--- src/rtl/stf_pkg.sv ---
package stf_pkg;

    typedef enum logic [2:0] {
        ST_IDLE,
        ST_STIP,
        ST_FILL,
        ST_CRD,
        ST_CWR,
        ST_DONE
    } stf_state_e;

    typedef struct packed {
        logic raw;
        logic deep;
    } stf_mode_t;

    localparam int unsigned WORD_W = 32;
    localparam int unsigned SRC_W  = 24;
    localparam int unsigned LEN_LSB = 24;

endpackage

--- src/rtl/stf_decode.sv ---
module stf_decode
    import stf_pkg::*;
#(
    parameter int unsigned PIX_AW = 20,
    parameter int unsigned ADDR_W = PIX_AW + 3,
    parameter int unsigned LEN_W  = 5
) (
    input  logic                 clk,
    input  logic                 rst_n,
    input  logic                 bus_wr,
    input  logic [ADDR_W-1:0]    bus_addr,
    input  logic [WORD_W-1:0]    bus_wdata,
    input  logic                 idle,
    input  logic                 blit_sel,
    input  logic                 raw_sel,
    input  logic                 depth24,
    output logic [WORD_W-1:0]    colour_q,
    output stf_mode_t            mode_q,
    output logic [PIX_AW-1:0]    dst_q,
    output logic [PIX_AW-1:0]    src_q,
    output logic [WORD_W-1:0]    arg_q,
    output logic [LEN_W-1:0]     last_q,
    output logic                 start_stip,
    output logic                 start_fill,
    output logic                 start_copy
);

    logic accept;
    logic trig;
    logic latch;
    logic is_fill;
    logic unused_low_addr;

    assign unused_low_addr = ^bus_addr[1:0];

    assign accept  = bus_wr & idle;
    assign trig    = accept & bus_addr[2];
    assign latch   = accept & ~bus_addr[2];
    assign is_fill = (bus_wdata[SRC_W-1:0] == {SRC_W{1'b1}});

    assign start_stip = trig & ~blit_sel;
    assign start_fill = trig & blit_sel & is_fill;
    assign start_copy = trig & blit_sel & ~is_fill;

    always_ff @(posedge clk) begin
        if (!rst_n) begin
            colour_q <= '0;
        end else if (latch) begin
            colour_q <= bus_wdata;
        end
    end

    always_ff @(posedge clk) begin
        if (!rst_n) begin
            mode_q <= '0;
            dst_q  <= '0;
            src_q  <= '0;
            arg_q  <= '0;
            last_q <= '0;
        end else if (trig) begin
            mode_q.raw  <= raw_sel;
            mode_q.deep <= depth24;
            dst_q  <= bus_addr[PIX_AW+2:3];
            src_q  <= bus_wdata[PIX_AW-1:0];
            arg_q  <= bus_wdata;
            last_q <= bus_wdata[LEN_LSB +: LEN_W];
        end
    end


    busy_write_keeps_colour_chk: assert property (@(posedge clk) disable iff (!rst_n)
        (bus_wr && !idle) |=> $stable(colour_q));


    busy_keeps_mode_chk: assert property (@(posedge clk) disable iff (!rst_n)
        (!idle) |=> $stable(mode_q) || $past(idle));

endmodule

--- src/rtl/stf_seq.sv ---
module stf_seq
    import stf_pkg::*;
#(
    parameter int unsigned BURST = 32,
    parameter int unsigned LEN_W = $clog2(BURST)
) (
    input  logic             clk,
    input  logic             rst_n,
    input  logic             start_stip,
    input  logic             start_fill,
    input  logic             start_copy,
    input  logic [LEN_W-1:0] last,
    output stf_state_e       state,
    output logic [LEN_W-1:0] idx
);

    localparam logic [LEN_W-1:0] STIP_LAST = LEN_W'(BURST - 1);

    stf_state_e       state_d;
    logic [LEN_W-1:0] idx_d;

    always_ff @(posedge clk) begin
        if (!rst_n) begin
            state <= ST_IDLE;
            idx   <= '0;
        end else begin
            state <= state_d;
            idx   <= idx_d;
        end
    end

    always_comb begin
        state_d = state;
        idx_d   = idx;
        unique case (state)
            ST_IDLE: begin
                idx_d = '0;
                if (start_stip) begin
                    state_d = ST_STIP;
                end else if (start_fill) begin
                    state_d = ST_FILL;
                end else if (start_copy) begin
                    state_d = ST_CRD;
                end
            end
            ST_STIP: begin
                if (idx == STIP_LAST) begin
                    state_d = ST_DONE;
                end else begin
                    idx_d = idx + 1'b1;
                end
            end
            ST_FILL: begin
                if (idx == last) begin
                    state_d = ST_DONE;
                end else begin
                    idx_d = idx + 1'b1;
                end
            end
            ST_CRD: begin
                state_d = ST_CWR;
            end
            ST_CWR: begin
                if (idx == last) begin
                    state_d = ST_DONE;
                end else begin
                    state_d = ST_CRD;
                    idx_d   = idx + 1'b1;
                end
            end
            ST_DONE: begin
                state_d = ST_IDLE;
                idx_d   = '0;
            end
            default: begin
                state_d = ST_IDLE;
                idx_d   = '0;
            end
        endcase
    end


    stip_walks_all_bits_chk: assert property (@(posedge clk) disable iff (!rst_n)
        (state == ST_STIP && idx != STIP_LAST) |=> (state == ST_STIP));


    copy_alternates_chk: assert property (@(posedge clk) disable iff (!rst_n)
        (state == ST_CRD) |=> (state == ST_CWR) && $stable(idx));

endmodule

--- src/rtl/stf_plane_drv.sv ---
module stf_plane_drv
    import stf_pkg::*;
#(
    parameter int unsigned PIX_AW = 20,
    parameter int unsigned BURST  = 32,
    parameter int unsigned LEN_W  = $clog2(BURST)
) (
    input  stf_state_e        state,
    input  logic [LEN_W-1:0]  idx,
    input  stf_mode_t         mode,
    input  logic [PIX_AW-1:0] dst,
    input  logic [PIX_AW-1:0] src,
    input  logic [WORD_W-1:0] colour,
    input  logic [WORD_W-1:0] mask,
    input  logic [7:0]        rd8,
    input  logic [WORD_W-1:0] rd32,
    input  logic [WORD_W-1:0] rdctl,
    output logic [PIX_AW-1:0] mem_addr,
    output logic              mem_re,
    output logic              we8,
    output logic [7:0]        wd8,
    output logic              we32,
    output logic [WORD_W-1:0] wd32,
    output logic              wectl,
    output logic [WORD_W-1:0] wdctl
);

    localparam logic [LEN_W-1:0] STIP_LAST = LEN_W'(BURST - 1);

    logic [LEN_W-1:0]  bit_sel;
    logic [PIX_AW-1:0] dst_pix;
    logic [PIX_AW-1:0] src_pix;
    logic              pix_we;

    assign bit_sel = STIP_LAST - idx;
    assign dst_pix = dst + PIX_AW'(idx);
    assign src_pix = src + PIX_AW'(idx);

    always_comb begin
        mem_addr = dst_pix;
        mem_re   = 1'b0;
        pix_we   = 1'b0;
        wd8      = colour[7:0];
        wd32     = colour;
        wdctl    = colour;
        unique case (state)
            ST_STIP: begin
                pix_we = mask[bit_sel];
            end
            ST_FILL: begin
                pix_we = 1'b1;
                wd32   = {8'h00, colour[SRC_W-1:0]};
                wdctl  = {8'h00, colour[SRC_W-1:0]};
            end
            ST_CRD: begin
                mem_addr = src_pix;
                mem_re   = 1'b1;
            end
            ST_CWR: begin
                pix_we = 1'b1;
                wd8    = rd8;
                wd32   = rd32;
                wdctl  = rdctl;
            end
            ST_IDLE, ST_DONE: begin
                pix_we = 1'b0;
            end
            default: begin
                pix_we = 1'b0;
            end
        endcase
    end

    assign we8   = pix_we;
    assign we32  = pix_we & mode.deep;
    assign wectl = pix_we & mode.deep & mode.raw;

endmodule

--- src/rtl/stipfill_engine.sv ---
module stipfill_engine
    import stf_pkg::*;
#(
    parameter int unsigned PIX_AW = 20,
    parameter int unsigned ADDR_W = PIX_AW + 3,
    parameter int unsigned BURST  = 32
) (
    input  logic              clk,
    input  logic              rst_n,
    input  logic              bus_wr,
    input  logic              bus_rd,
    input  logic [ADDR_W-1:0] bus_addr,
    input  logic [31:0]       bus_wdata,
    output logic [31:0]       bus_rdata,
    input  logic              blit_sel,
    input  logic              raw_sel,
    input  logic              depth24,
    output logic              busy,
    output logic              done,
    output logic [PIX_AW-1:0] mem_addr,
    output logic              mem_re,
    input  logic [7:0]        mem_rdata8,
    input  logic [31:0]       mem_rdata32,
    input  logic [31:0]       mem_rdatactl,
    output logic              mem_we8,
    output logic [7:0]        mem_wdata8,
    output logic              mem_we32,
    output logic [31:0]       mem_wdata32,
    output logic              mem_wectl,
    output logic [31:0]       mem_wdatactl
);

    localparam int unsigned LEN_W = $clog2(BURST);

    stf_state_e        state;
    logic [LEN_W-1:0]  idx;
    logic [WORD_W-1:0] colour_q;
    stf_mode_t         mode_q;
    logic [PIX_AW-1:0] dst_q;
    logic [PIX_AW-1:0] src_q;
    logic [WORD_W-1:0] arg_q;
    logic [LEN_W-1:0]  last_q;
    logic              start_stip;
    logic              start_fill;
    logic              start_copy;
    logic              idle;
    logic              unused_rd;

    assign unused_rd = bus_rd;
    assign idle      = (state == ST_IDLE);
    assign busy      = ~idle;
    assign done      = (state == ST_DONE);
    assign bus_rdata = '0;

    stf_decode #(
        .PIX_AW (PIX_AW),
        .ADDR_W (ADDR_W),
        .LEN_W  (LEN_W)
    ) u_decode (
        .clk        (clk),
        .rst_n      (rst_n),
        .bus_wr     (bus_wr),
        .bus_addr   (bus_addr),
        .bus_wdata  (bus_wdata),
        .idle       (idle),
        .blit_sel   (blit_sel),
        .raw_sel    (raw_sel),
        .depth24    (depth24),
        .colour_q   (colour_q),
        .mode_q     (mode_q),
        .dst_q      (dst_q),
        .src_q      (src_q),
        .arg_q      (arg_q),
        .last_q     (last_q),
        .start_stip (start_stip),
        .start_fill (start_fill),
        .start_copy (start_copy)
    );

    stf_seq #(
        .BURST (BURST),
        .LEN_W (LEN_W)
    ) u_seq (
        .clk        (clk),
        .rst_n      (rst_n),
        .start_stip (start_stip),
        .start_fill (start_fill),
        .start_copy (start_copy),
        .last       (last_q),
        .state      (state),
        .idx        (idx)
    );

    stf_plane_drv #(
        .PIX_AW (PIX_AW),
        .BURST  (BURST),
        .LEN_W  (LEN_W)
    ) u_planes (
        .state    (state),
        .idx      (idx),
        .mode     (mode_q),
        .dst      (dst_q),
        .src      (src_q),
        .colour   (colour_q),
        .mask     (arg_q),
        .rd8      (mem_rdata8),
        .rd32     (mem_rdata32),
        .rdctl    (mem_rdatactl),
        .mem_addr (mem_addr),
        .mem_re   (mem_re),
        .we8      (mem_we8),
        .wd8      (mem_wdata8),
        .we32     (mem_we32),
        .wd32     (mem_wdata32),
        .wectl    (mem_wectl),
        .wdctl    (mem_wdatactl)
    );


    busy_needs_trigger_chk: assert property (@(posedge clk) disable iff (!rst_n)
        $rose(busy) |-> $past(bus_wr && bus_addr[2]));


    no_read_write_overlap_chk: assert property (@(posedge clk) disable iff (!rst_n)
        mem_we8 |-> !mem_re);


    copy_write_after_read_chk: assert property (@(posedge clk) disable iff (!rst_n)
        (state == ST_CWR) |-> $past(mem_re));


    deep_plane_follows_byte_chk: assert property (@(posedge clk) disable iff (!rst_n)
        mem_we32 |-> mem_we8);


    ctl_plane_follows_deep_chk: assert property (@(posedge clk) disable iff (!rst_n)
        mem_wectl |-> mem_we32);


    done_then_idle_chk: assert property (@(posedge clk) disable iff (!rst_n)
        done |=> !busy && !done);


    idle_quiet_chk: assert property (@(posedge clk) disable iff (!rst_n)
        !busy |-> !mem_we8 && !mem_re);

endmodule

--- config.mk ---
export PLATFORM = sky130hd
export DESIGN_NAME = stipfill_engine
export DESIGN_NICKNAME = d
export VERILOG_FILES = /design/src/rtl/stf_pkg.sv /design/src/rtl/stf_decode.sv /design/src/rtl/stf_seq.sv /design/src/rtl/stf_plane_drv.sv /design/src/rtl/stipfill_engine.sv
export SDC_FILE = /design/constraint.sdc
export NUM_CORES = 1
export LEC_CHECK = 0
export BUFFER_PORTS_ARGS = -buffer_cell sky130_fd_sc_hd__buf_2
export CORE_MARGIN = 2
export CORE_UTILIZATION = 50
export DETAILED_ROUTE_END_ITERATION = 7
export MAX_ROUTING_LAYER = met4
export PLACE_DENSITY = 0.8
export SETUP_SLACK_MARGIN = 0.5
export SLEW_MARGIN = 20
export SYNTH_ARGS = -nofsm -noshare
export SYNTH_HDL_FRONTEND = slang
export SYNTH_SLANG_ARGS = --single-unit
--- constraint.sdc ---
create_clock -name clk -period 4.5 [get_ports clk]
set_input_delay 0 -clock clk [delete_from_list [all_inputs] [get_ports clk]]
set_output_delay 0 -clock clk [all_outputs]
set_load 0.01 [all_outputs]
======== After elaboration in Yosys (flattened, before gate mapping) ========
Cells that the tools add are included.
word-level totals
  bits in registers ....................... 119
cells by class
  add/sub/neg operators ................... 4
  order comparisons ....................... 1
  equality and inequality tests ........... 13
  mux-type cells .......................... 18
  bitwise gates (word level) .............. 14
  reduce and logical (&&, ||, !) cells .... 4
operator list
  kind                                                         count
  case mux 32 bit (2 select lines)                             2
  adder 20 x 5 -> 20 bit                                       2
  == test 24 bit (second input constant)                       1
  2-to-1 mux 20 bit                                            1
  2-to-1 mux 3 bit                                             6
  case mux 3 bit (5 select lines)                              1
  case mux 5 bit (3 select lines)                              1
  2-to-1 mux 5 bit                                             2
  AND 1 bit                                                    9
  2-to-1 mux 8 bit                                             1
  inequality test 2 bit (second input constant)                4
  == test 3 x 2 -> 1 bit (second input constant)               2
  == test 3 bit (second input constant)                        2
  less-than comparator 5 x 6 -> 1 bit (second input constant)  1
  AND reduction 3 bit                                          2
  adder 5 x 1 -> 5 bit (second input constant)                 1
  binary-select mux 1 bit (select 5 bit)                       1
  == test 5 bit                                                1
  == test 5 bit (second input constant)                        1
  inverter 1 bit                                               5
  subtractor 5 bit (first input constant)                      1
  inequality test 4 bit (second input constant)                1
  == test 3 x 1 -> 1 bit (second input constant)               1
  zero test 3 bit                                              1
  other kinds (3)                                              4

======== Depth between registers and ports, before layout ========
  depth after elaboration ................. 9
  depth in mapped cells ................... 13
  mapped depth without buffers ............ 11

======== Cells and area by module ========
A second synthesis with hierarchy kept.
second synthesis, totals
  cells, all modules ...................... 832
  area, all modules ....................... 6246.0 µm²
by module, submodules not included
  module           instances  cells each  area an instance (µm²)  seq. area each (µm²)
  stf_decode       1          412         3477.1                  1721.7
  stf_plane_drv    1          316         1935.6                  0.0
  stf_seq          1          68          568.0                   160.2
  stipfill_engine  1          36          265.3                   0.0

======== Least setup slack after synthesis ========
No wires, ideal clock.
  path kind ............................... register -> output
  start point ............................. reg u_seq.state[2]
  end point ............................... out mem_addr[16]
  arrival ................................. 2754 ps
  required time ........................... 4500 ps
  setup slack ............................. 1746 ps
  cell stages (with the launch flop) ...... 13
  cell sequence ........................... dfxtp_1 nand3b_4 inv_2 buf_1 nand2_1 nand2_1 ha_1 fa_1 a211o_1 a21oi_1 nor2_1 nand3b_1 xor2_1
on the way
  word-level cells in the longest chain between the ends .. 2
ends and longest elaborated chain
  item                    RTL line               RTL
  from (decl)             stf_seq.sv:13          output stf_state_e state,
  from (signal assigned)  stf_seq.sv:27          state <= state_d;
  == test 3 x 2 -> 1 bit  stf_plane_drv.sv:46    unique case (state)
  2-to-1 mux 20 bit       stf_plane_drv.sv:46
  to (decl)               stipfill_engine.sv:20  output logic [PIX_AW-1:0] mem_addr,
Every way passes these cells.

======== Final worst setup path ========
Ends and elaborated chain as after synthesis.

==> flow_metrics.py <==
metrics = {
    "placed_design": {
        "gp_congestion": 0.857,
        "dpl.hpwl_um": 13400,
        "pre_cts_ws_ns": 1.05,
        "place_inst": 1150,
        "port_buffers": 228,
        "dpl-instance-area_mm2": 0.00701,
    },
    "die": {
        "die-area_mm2": 0.0128,
        "initial_utilization_pct": 51.7,
        "die_w_um": 113,
        "die_h_um": 113,
        "io_pins": 264,
        "num_rows": 39,
        "core_area_mm2": 0.0116,
    },
    "worst_setup_path": {
        "end_kind": "primary output",
        "r2r_cells": 8,
        "cp_max_fo": 23,
        "slowest_delay_ns": 0.49,
        "worst_path_max_delay_cell": "dfxtp_2",
        "path_class": "reg -> out",
        "crit_chain": "nand3b_4 -> inv_2 -> nand2_1 -> nand2_1 -> ha_1 -> fa_1 -> a211o_1 -> a21oi_1 -> nor2_1 -> nand3b_1 -> xor2_1 -> buf_2",
        "critPathArrivalTime_ns": 3.79,
        "start_kind": "register",
        "cp.required_ns": 4.50,
        "cp_common_cell": "nand2_1",
    },
    "clocking": {
        "post_cts.repair.setup_buffers": 0,
        "clk_latency_ns": 0.35,
        "numCtsBuffers": 9,
        "ctsHtreeMaxLevel": 3,
        "clock-root-buffer": "clkbuf_16",
        "cts_tree": "built",
        "cts.clk_slew.worst_paths_ns": 0.08,
        "clock-sinks": 94,
        "clk_path_buf_depth": 2,
    },
    "final_layout": {
        "multi_input_area_mm2": 0.00373,
        "layout.filler_cells": 994,
        "fin_util_pct": 67.8,
        "ff_latch_area_mm2": 0.00188,
        "nets": 1214,
        "final_area_mm2": 0.00784,
        "drive_gt1_share_pct": 25.2,
        "finalNonFillerCells": 1221,
        "area_growth_syn_to_layout_pct": 31.2,
    },
    "sta": {
        "fin_crit_ns": 3.79,
        "skew_ns": 0.00863,
        "relSlewSlack_pct": 35.9,
        "fin_crit_sh_pct": 84.3,
        "hold_ws_ns": 0.0860,
        "hold_viol": 0,
        "tightest_slew_ns": 0.961,
        "max_clock_freq_mhz": 264,
        "report.final.slew_viol_count": 0,
        "setup_viol": 0,
        "rsz0062_at_grt": "false",
        "fin_ws_ns": 0.707,
        "tns_ns": 0,
    },
    "grt": {
        "grt_max_degree": 75,
        "antenna_found_initial": 1,
        "grt_pass1_vias": 6205,
        "grtUsageTotal_pct": 29.2,
        "grt_pass1_wl_um": 29800,
        "grt.overflow.total": 0,
    },
    "routing": {
        "vias_per_cell": 5.31,
        "drt-initial-drc-count": 401,
        "wl_per_cell_um": 15.1,
        "vias": 6483,
        "drc": 0,
        "ant_nets": 0,
        "first_pass_iters": 5,
        "totalWireLength_um": 18400,
    },
    "yosys": {
        "ys.flop_type": "dfxtp_1",
        "netlist.area_leader.share_pct": 31.5,
        "ys_top_cells_by_area": "dfxtp_1, nand2_1, a21boi_0",
        "synth_top_area_cell": "dfxtp_1",
        "async_reset_ff_share_pct": 0,
        "avgSynthCellArea_um2": 7.27,
        "ys_types": 60,
        "yosysWarnings": 0,
        "synth_cells": 822,
        "synth.most_common_cell": "nand2_1",
        "synth_edf_count": 0,
        "yosysSeqAreaShare_pct": 31.5,
        "yosys-top-cells-count": "nand2_1, dfxtp_1, a21boi_0",
        "synth_area_mm2": 0.00598,
        "synth_seq_cells": 94,
    },
    "run": {
        "cap_violations": 0,
    },
    "power": {
        "leakage_nw": 3.76,
        "p_per_area_mw_per_mm2": 398,
        "peakVddDrop_uv": 214,
        "power.total_mw": 3.12,
    },
    "status": {
        "status": "finished, final reports clean",
    },
    "min_path": {
        "hold_path_depth": 2,
        "hp-class": "in -> reg",
    },
}
[critical path, delay by kind of cell (launching register included)]
kind | cells | cell delay [ns]
adders and majority gates | 2 | 0.64
xor gates and xnor gates | 1 | 0.18
and+or+nand+nor | 5 | 0.97
buffers and inverters | 2 | 0.41
DFF | 1 | 0.49
AOI/OAI and AO/OA | 2 | 0.75
[final cells by class]
type,instances,area share (%)
clock buffers,9,2.87
multi-input cells,671,47.6
diodes,1,0.0319
repair buffers,288,22.0
inverters,8,0.383
clock inverters,7,0.829
flip-flops and latches,94,24.0
well taps,143,2.28
[cells by family (layout without fill, tap and decap cells)]
group | after synthesis | in the layout | synth area share, %
AND/OR/NAND/NOR | 422 | 422 | 29.6
AO/OA/AOI/OAI | 151 | 151 | 18.8
flip-flops | 94 | 94 | 31.5
buffers and inverters | 88 | 312 | 8.14
multiplexers | 31 | 31 | 6.15
XOR/XNOR | 27 | 27 | 3.96
adder cells (fa/ha/maj) | 8 | 8 | 1.80
other | 1 | 33 | 0.0627
[what timing repair did]
action	CTS	global route
hold endpoints to repair	85	0
gates resized for setup	0	1
setup endpoints to repair	0	6
hold buffers	54	0
[worst paths after layout]
path                            slack (ns)                               from                                 end
worst min register to register        0.46  u_decode.colour_q[6]$_SDFFE_PN0P_   u_decode.colour_q[6]$_SDFFE_PN0P_
worst min-delay path                  0.09                              rst_n  u_decode.colour_q[21]$_SDFFE_PN0P_
worst max-delay path                  0.71        u_seq.state[2]$_SDFFE_PN0P_                        mem_addr[16]
worst max register to register        1.86          u_seq.idx[1]$_SDFFE_PN0P_         u_seq.state[2]$_SDFFE_PN0P_
[state kept, by name, summed over array words and instances (netlist names)]
name               flops
u_decode.colour_q     32
u_decode.arg_q        28
u_seq.idx              5
u_decode.last_q        4
u_seq.state            3
u_decode.mode_q        2
u_decode.dst_q        20
[report_power, final]
part	total, mW	internal [mW]	switching (mW)
clock	0.756	0.390	0.366
combinational	1.29	0.512	0.775
sequential	1.08	0.942	0.138
[cell usage in the layout (no fill, tap or decap), types with 3 or more instances in the layout]
cell type      instances
nand2_1              349
buf_2                228
dfxtp_1               93
a21boi_0              66
dlygate4sd3_1         54
conb_1                32
mux2i_1               24
a21boi_1              20
xnor2_1               17
a22o_1                16
a21oi_1               14
nand4_1               14
nor2_1                12
nand3_1               10
xor2_1                10
clkbuf_16              9
a211oi_1               7
nor3_1                 7
ha_1                   7
buf_4                  6
o21ai_0                5
inv_1                  5
a21o_1                 4
mux4_2                 4
nor3b_1                4
nor2b_1                3
and3_1                 3
nor4_1                 3
inv_6                  3
[routing by layer]
metal	vias to the layer above	global-route usage [%]	share of wire, %
met1	3047	36.1	43
met5	-	-	0
met3	31	3.59	5.3
met2	222	50.2	50
li1	3183	-	-
met4	0	8.70	1.9
Note: power is estimated with default switching activity, not from simulation.
